File: config.mk
export PLATFORM = sky130hd
export DESIGN_NAME = nm_vector_accum
export DESIGN_NICKNAME = d
export VERILOG_FILES = /design/src/rtl/nm_vector_accum.sv
export SDC_FILE = /design/constraint.sdc
export NUM_CORES = 1
export LEC_CHECK = 0
export ABC_AREA = 1
export BUFFER_PORTS_ARGS = -buffer_cell sky130_fd_sc_hd__buf_4
export CAP_MARGIN = 20
export CORE_UTILIZATION = 63
export DETAILED_ROUTE_END_ITERATION = 10
export GPL_TIMING_DRIVEN = 0
export PLACE_DENSITY_LB_ADDON = 0.05
export SLEW_MARGIN = 25
export SYNTH_ARGS = -nofsm -noshare
export SYNTH_HDL_FRONTEND = slang
export SYNTH_SLANG_ARGS = --single-unit
File: constraint.sdc
create_clock -name clk -period 2.3 [get_ports clk]
set_clock_uncertainty 0.05 [all_clocks]
set_input_delay 0.23 -clock clk [delete_from_list [all_inputs] [get_ports clk]]
set_output_delay 0.23 -clock clk [all_outputs]
set_load 0.05 [all_outputs]
File: src/rtl/nm_vector_accum.sv
module nm_vector_accum #(
  parameter int NBYTES = 12,
  parameter int LEN_W  = 4,
  parameter int WORD_W = 16
) (
  input  logic                  clk,
  input  logic                  rst_n,
  input  logic                  cycle_start,
  input  logic                  vec_valid,
  input  logic [8*NBYTES-1:0]   vec_data,
  input  logic [LEN_W-1:0]      vec_len,
  input  logic                  rd_en,
  input  logic [$clog2(NBYTES/(WORD_W/8))-1:0] rd_addr,
  output logic [WORD_W-1:0]     rd_data
);
  localparam int VW     = 8 * NBYTES;
  localparam int NWORDS = NBYTES / (WORD_W / 8);
  localparam int ADDR_W = $clog2(NWORDS);

  logic [VW-1:0] len_mask, masked_in, acc, pub, snap;
  logic [WORD_W-1:0] snap_w [NWORDS];
  logic in_range;
  logic [ADDR_W-1:0] idx;

  for (genvar i = 0; i < NBYTES; i++) begin : g_mask
    assign len_mask[8*i +: 8] = {8{int'(vec_len) > i}};
  end

  for (genvar w = 0; w < NWORDS; w++) begin : g_word
    assign snap_w[w] = snap[WORD_W*w +: WORD_W];
  end

  assign masked_in = vec_data & len_mask;
  assign in_range  = int'(rd_addr) < NWORDS;
  assign idx       = in_range ? rd_addr : '0;

  always_ff @(posedge clk or negedge rst_n) begin
    if (!rst_n) begin
      acc <= '0;
      pub <= '0;
    end else if (cycle_start) begin
      pub <= acc & len_mask;
      acc <= vec_valid ? masked_in : '0;
    end else if (vec_valid) begin
      acc <= acc | masked_in;
    end
  end

  always_ff @(posedge clk or negedge rst_n) begin
    if (!rst_n) begin
      snap    <= '0;
      rd_data <= '0;
    end else if (rd_en) begin
      if (rd_addr == '0) begin
        snap    <= pub;
        rd_data <= pub[WORD_W-1:0];
      end else if (in_range) begin
        rd_data <= snap_w[idx];
      end else begin
        rd_data <= '0;
      end
    end
  end

  p_reset_clear_r1: assert property (@(posedge clk)
    $rose(rst_n) |-> (acc == '0 && pub == '0 && snap == '0 && rd_data == '0));

  p_pub_only_at_boundary_r2: assert property (@(posedge clk) disable iff (!rst_n)
    !cycle_start |=> $stable(pub));

  p_pub_takes_acc_r2: assert property (@(posedge clk) disable iff (!rst_n)
    cycle_start |=> pub == ($past(acc) & $past(len_mask)));

  p_mask_tail_r4: assert property (@(posedge clk) disable iff (!rst_n)
    cycle_start |=> (pub & ~$past(len_mask)) == '0);

  p_or_keeps_bits_r6: assert property (@(posedge clk) disable iff (!rst_n)
    (vec_valid && !cycle_start) |=> ((acc & $past(acc)) == $past(acc)) &&
                                   ((acc & $past(masked_in)) == $past(masked_in)));

  p_snap_hold_r7: assert property (@(posedge clk) disable iff (!rst_n)
    !(rd_en && rd_addr == '0) |=> $stable(snap));

  p_oob_zero_r8: assert property (@(posedge clk) disable iff (!rst_n)
    (rd_en && !in_range) |=> rd_data == '0);

  p_rd_hold_r8: assert property (@(posedge clk) disable iff (!rst_n)
    !rd_en |=> $stable(rd_data));

  p_fresh_cycle_r9: assert property (@(posedge clk) disable iff (!rst_n)
    cycle_start |=> acc == ($past(vec_valid) ? $past(masked_in) : '0));
endmodule

==> flow_metrics.py <==
metrics = {
    "setup_path": {
        "worstSetupEndpointType": "output port",
        "path_max_fanout": 2,
        "critPathTopFamily": "flip-flops",
        "worstPathArrival_ns": 1.18,
        "crit_required_ns": 2.02,
        "crit_type": "reg2out",
        "cp-start-kind": "register",
        "slowest_delay_ns": 0.41,
        "crit_path_top_delay_cell": "dfrtp_1",
        "crit_chain": "buf_4",
        "worst-path-buf-inv": 1,
    },
    "worst_hold_path": {
        "min_path_type": "in2reg",
    },
    "drt": {
        "wl_per_cell_um": 19.4,
        "drt-pass1-iter-count": 5,
        "drt_iter0_markers": 992,
        "antenna_left": 0,
        "drt_drc_violations_left": 0,
        "routed_wirelength_mm": 38.4,
        "viasPerCell": 5.72,
        "vias": 11300,
    },
    "timing": {
        "fin_tns_setup_ns": 0,
        "max_freq_mhz": 687,
        "period_share": 0.633,
        "worst_slack_ns": 0.845,
        "final_max_slew_viol_count": 0,
        "final-setup-viol-count": 0,
        "rsz0062_at_grt": "false",
        "tightest_slew_ns": 0.727,
        "hold_viol_final": 0,
        "max_slew_margin": 0.515,
        "finalWorstPathRequiredPeriod_ns": 1.46,
    },
    "logic_synthesis": {
        "syn_avg_cell_area_um2": 8.80,
        "yosysSeqAreaShare": 0.602,
        "yosysWarnings": 0,
        "synthAdderAreaFrac": 0,
        "postSynthCellCount": 1436,
        "synth_top_family_by_area": "simple AND/OR/NAND/NOR gates",
        "netlist_area_um2": 12600,
        "synthSimpleGateAreaFrac": 0.172,
        "synth-compound-area-share": 0.128,
        "syn_nets": 1544,
        "synthXorXnorAreaFrac": 0,
        "synthMuxAreaShare": 0,
        "ys_types": 22,
        "ys_seq_elements": 304,
    },
    "floorplanning": {
        "ios": 124,
        "die_w_um": 144,
        "num_rows": 51,
        "die_h_um": 144,
        "dieArea_um2": 20600,
        "core_um2": 19600,
        "start_util": 0.645,
    },
    "placement": {
        "post-place-ws_ns": 0.550,
        "gp_congestion": 0.933,
        "hpwl_mm": 23.9,
        "io_buffers": 121,
    },
    "layout": {
        "fin_nets": 1798,
        "drive_gt1_frac": 0.133,
        "diodes": 0,
        "fill_cells": 1186,
        "mostFrequentLayoutCell": "dfrtp_1",
        "syn2layout_area_growth_pct": 27.1,
        "layout_common_cells": "dfrtp_1, nand2_1, inv_1",
    },
    "cts": {
        "clk_path_buf_depth": 3,
        "cts_buffers": 31,
        "clkSlewWorstSetupHoldPaths_ns": 0.07,
        "cts_tree": "yes",
        "cts-root-buf": "clkbuf_16",
        "clock_sinks": 304,
        "clock_latency_ns": 0.57,
        "htreeDepth": 1,
    },
    "pwr": {
        "combinationalPowerShare": 0.133,
        "seq_power_share": 0.461,
        "p_leak_nw": 7.85,
        "peakVddDrop_mv": 0.679,
        "clockPowerShare": 0.406,
        "power.internal_mw": 9.95,
        "power_density_nw_per_um2": 844,
        "p_sw_mw": 3.60,
        "switching_share": 0.266,
    },
    "grt": {
        "grt_max_degree": 97,
        "grt_usage": 0.386,
        "grt-ovfl-total": 0,
        "grt_pass1_vias": 11400,
        "antenna_found_initial": 0,
        "grt_pass1_wl_mm": 59.3,
    },
    "outcome": {
        "status": "completed",
    },
    "job": {
        "maxCapViolCount": 0,
    },
}
[worst paths after layout]
path,start,end,slack (ns),depth (start not counted)
max in group asynchronous,rst_n,acc[46],0.98,4
setup reg to reg,snap[87],rd_data[7],1.11,6
hold / removal,cycle_start,pub[36],0.02,2
setup / recovery,rd_data[15],rd_data[15],0.84,1
min in group asynchronous,rst_n,pub[81],0.10,2
hold reg to reg,snap[32],snap[32],0.44,2
[cell families after synthesis]
kind of cell | Yosys count
AND/OR/NAND/NOR | 509
flip-flops | 304
AO/OA/AOI/OAI | 309
buffers and inverters | 314
[state kept, by name, summed over array words and instances (netlist names)]
name / count
acc: 96
snap: 96
pub: 96
rd_data: 16
[area by class of cell]
class / instances / area, µm² / share of cell area
Inverter: 234 / 878 / 0.0547
Sequential cell: 304 / 7610 / 0.474
Timing Repair Buffer: 221 / 1970 / 0.123
Multi-Input combinational cell: 818 / 3790 / 0.236
Clock inverter: 9 / 178 / 0.0111
Buffer: 80 / 360 / 0.0224
Tap cell: 265 / 332 / 0.0206
Clock buffer: 48 / 950 / 0.0591
[metal layers]
metal | share of wire | GRT usage | routed length, µm
met5 | 0 | 0 | 0
met4 | 0.058 | 0.209 | 2220
met3 | 0.075 | 0.0640 | 2860
met2 | 0.47 | 0.627 | 18200
met1 | 0.39 | 0.498 | 15100
[repair_timing]
item / CTS / global route
endpoints found under the hold margin: 316 / 0
hold buffers: 97 / 0
buffers inserted: 0 / 0
gates resized for setup: 0 / 0
[power by group through the flow]
stage / logic, mW / registers [mW] / clock network, mW
detailed placement: 1.59 / 6.31 / 0
global placement: 1.52 / 6.30 / 0
global route: 2.00 / 6.28 / 5.73
CTS: 1.76 / 6.23 / 5.49
floorplan: 0.833 / 6.31 / 0
finish: 1.81 / 6.25 / 5.50
[Yosys cell counts]
library cell  instances  share of area
nand2_2               3         0.0015
clkinv_1              2        0.00059
inv_1               228          0.068
nor2_1               27         0.0080
o21ai_0             199          0.079
o21ai_2               1        0.00069
buf_1                 4         0.0012
dfrtp_1             304           0.60
nor2_2                1        0.00050
nor3_2                1        0.00079
inv_2                 4         0.0012
o21ai_1              35          0.014
buf_2                36          0.014
a21oi_1              25         0.0099
nand2_4               1        0.00089
clkbuf_1             36          0.011
nand3_1             184          0.073
o22ai_1              48          0.024
nor2_4                1        0.00089
nand2_1             291          0.086
buf_4                 4         0.0024
a21oi_2               1        0.00069
[per-stage QoR]
step | hold WS, ns | util | std cells | area (µm²) | total power [mW]
floorplan | -0.116 | - | 1436 | 12600 | 7.14
detailed placement | 0.0910 | 0.713 | 1825 | 14000 | 7.90
CTS | 0.000680 | 0.820 | 1979 | 16100 | 13.5
finish | 0.0170 | 0.820 | 1979 | 16100 | 13.6
global placement | 0.387 | 0.708 | 1822 | 13900 | 7.82
global route | 0.0330 | 0.820 | 1979 | 16100 | 14.0
No activity file was read; power rests on OpenSTA's default activity.
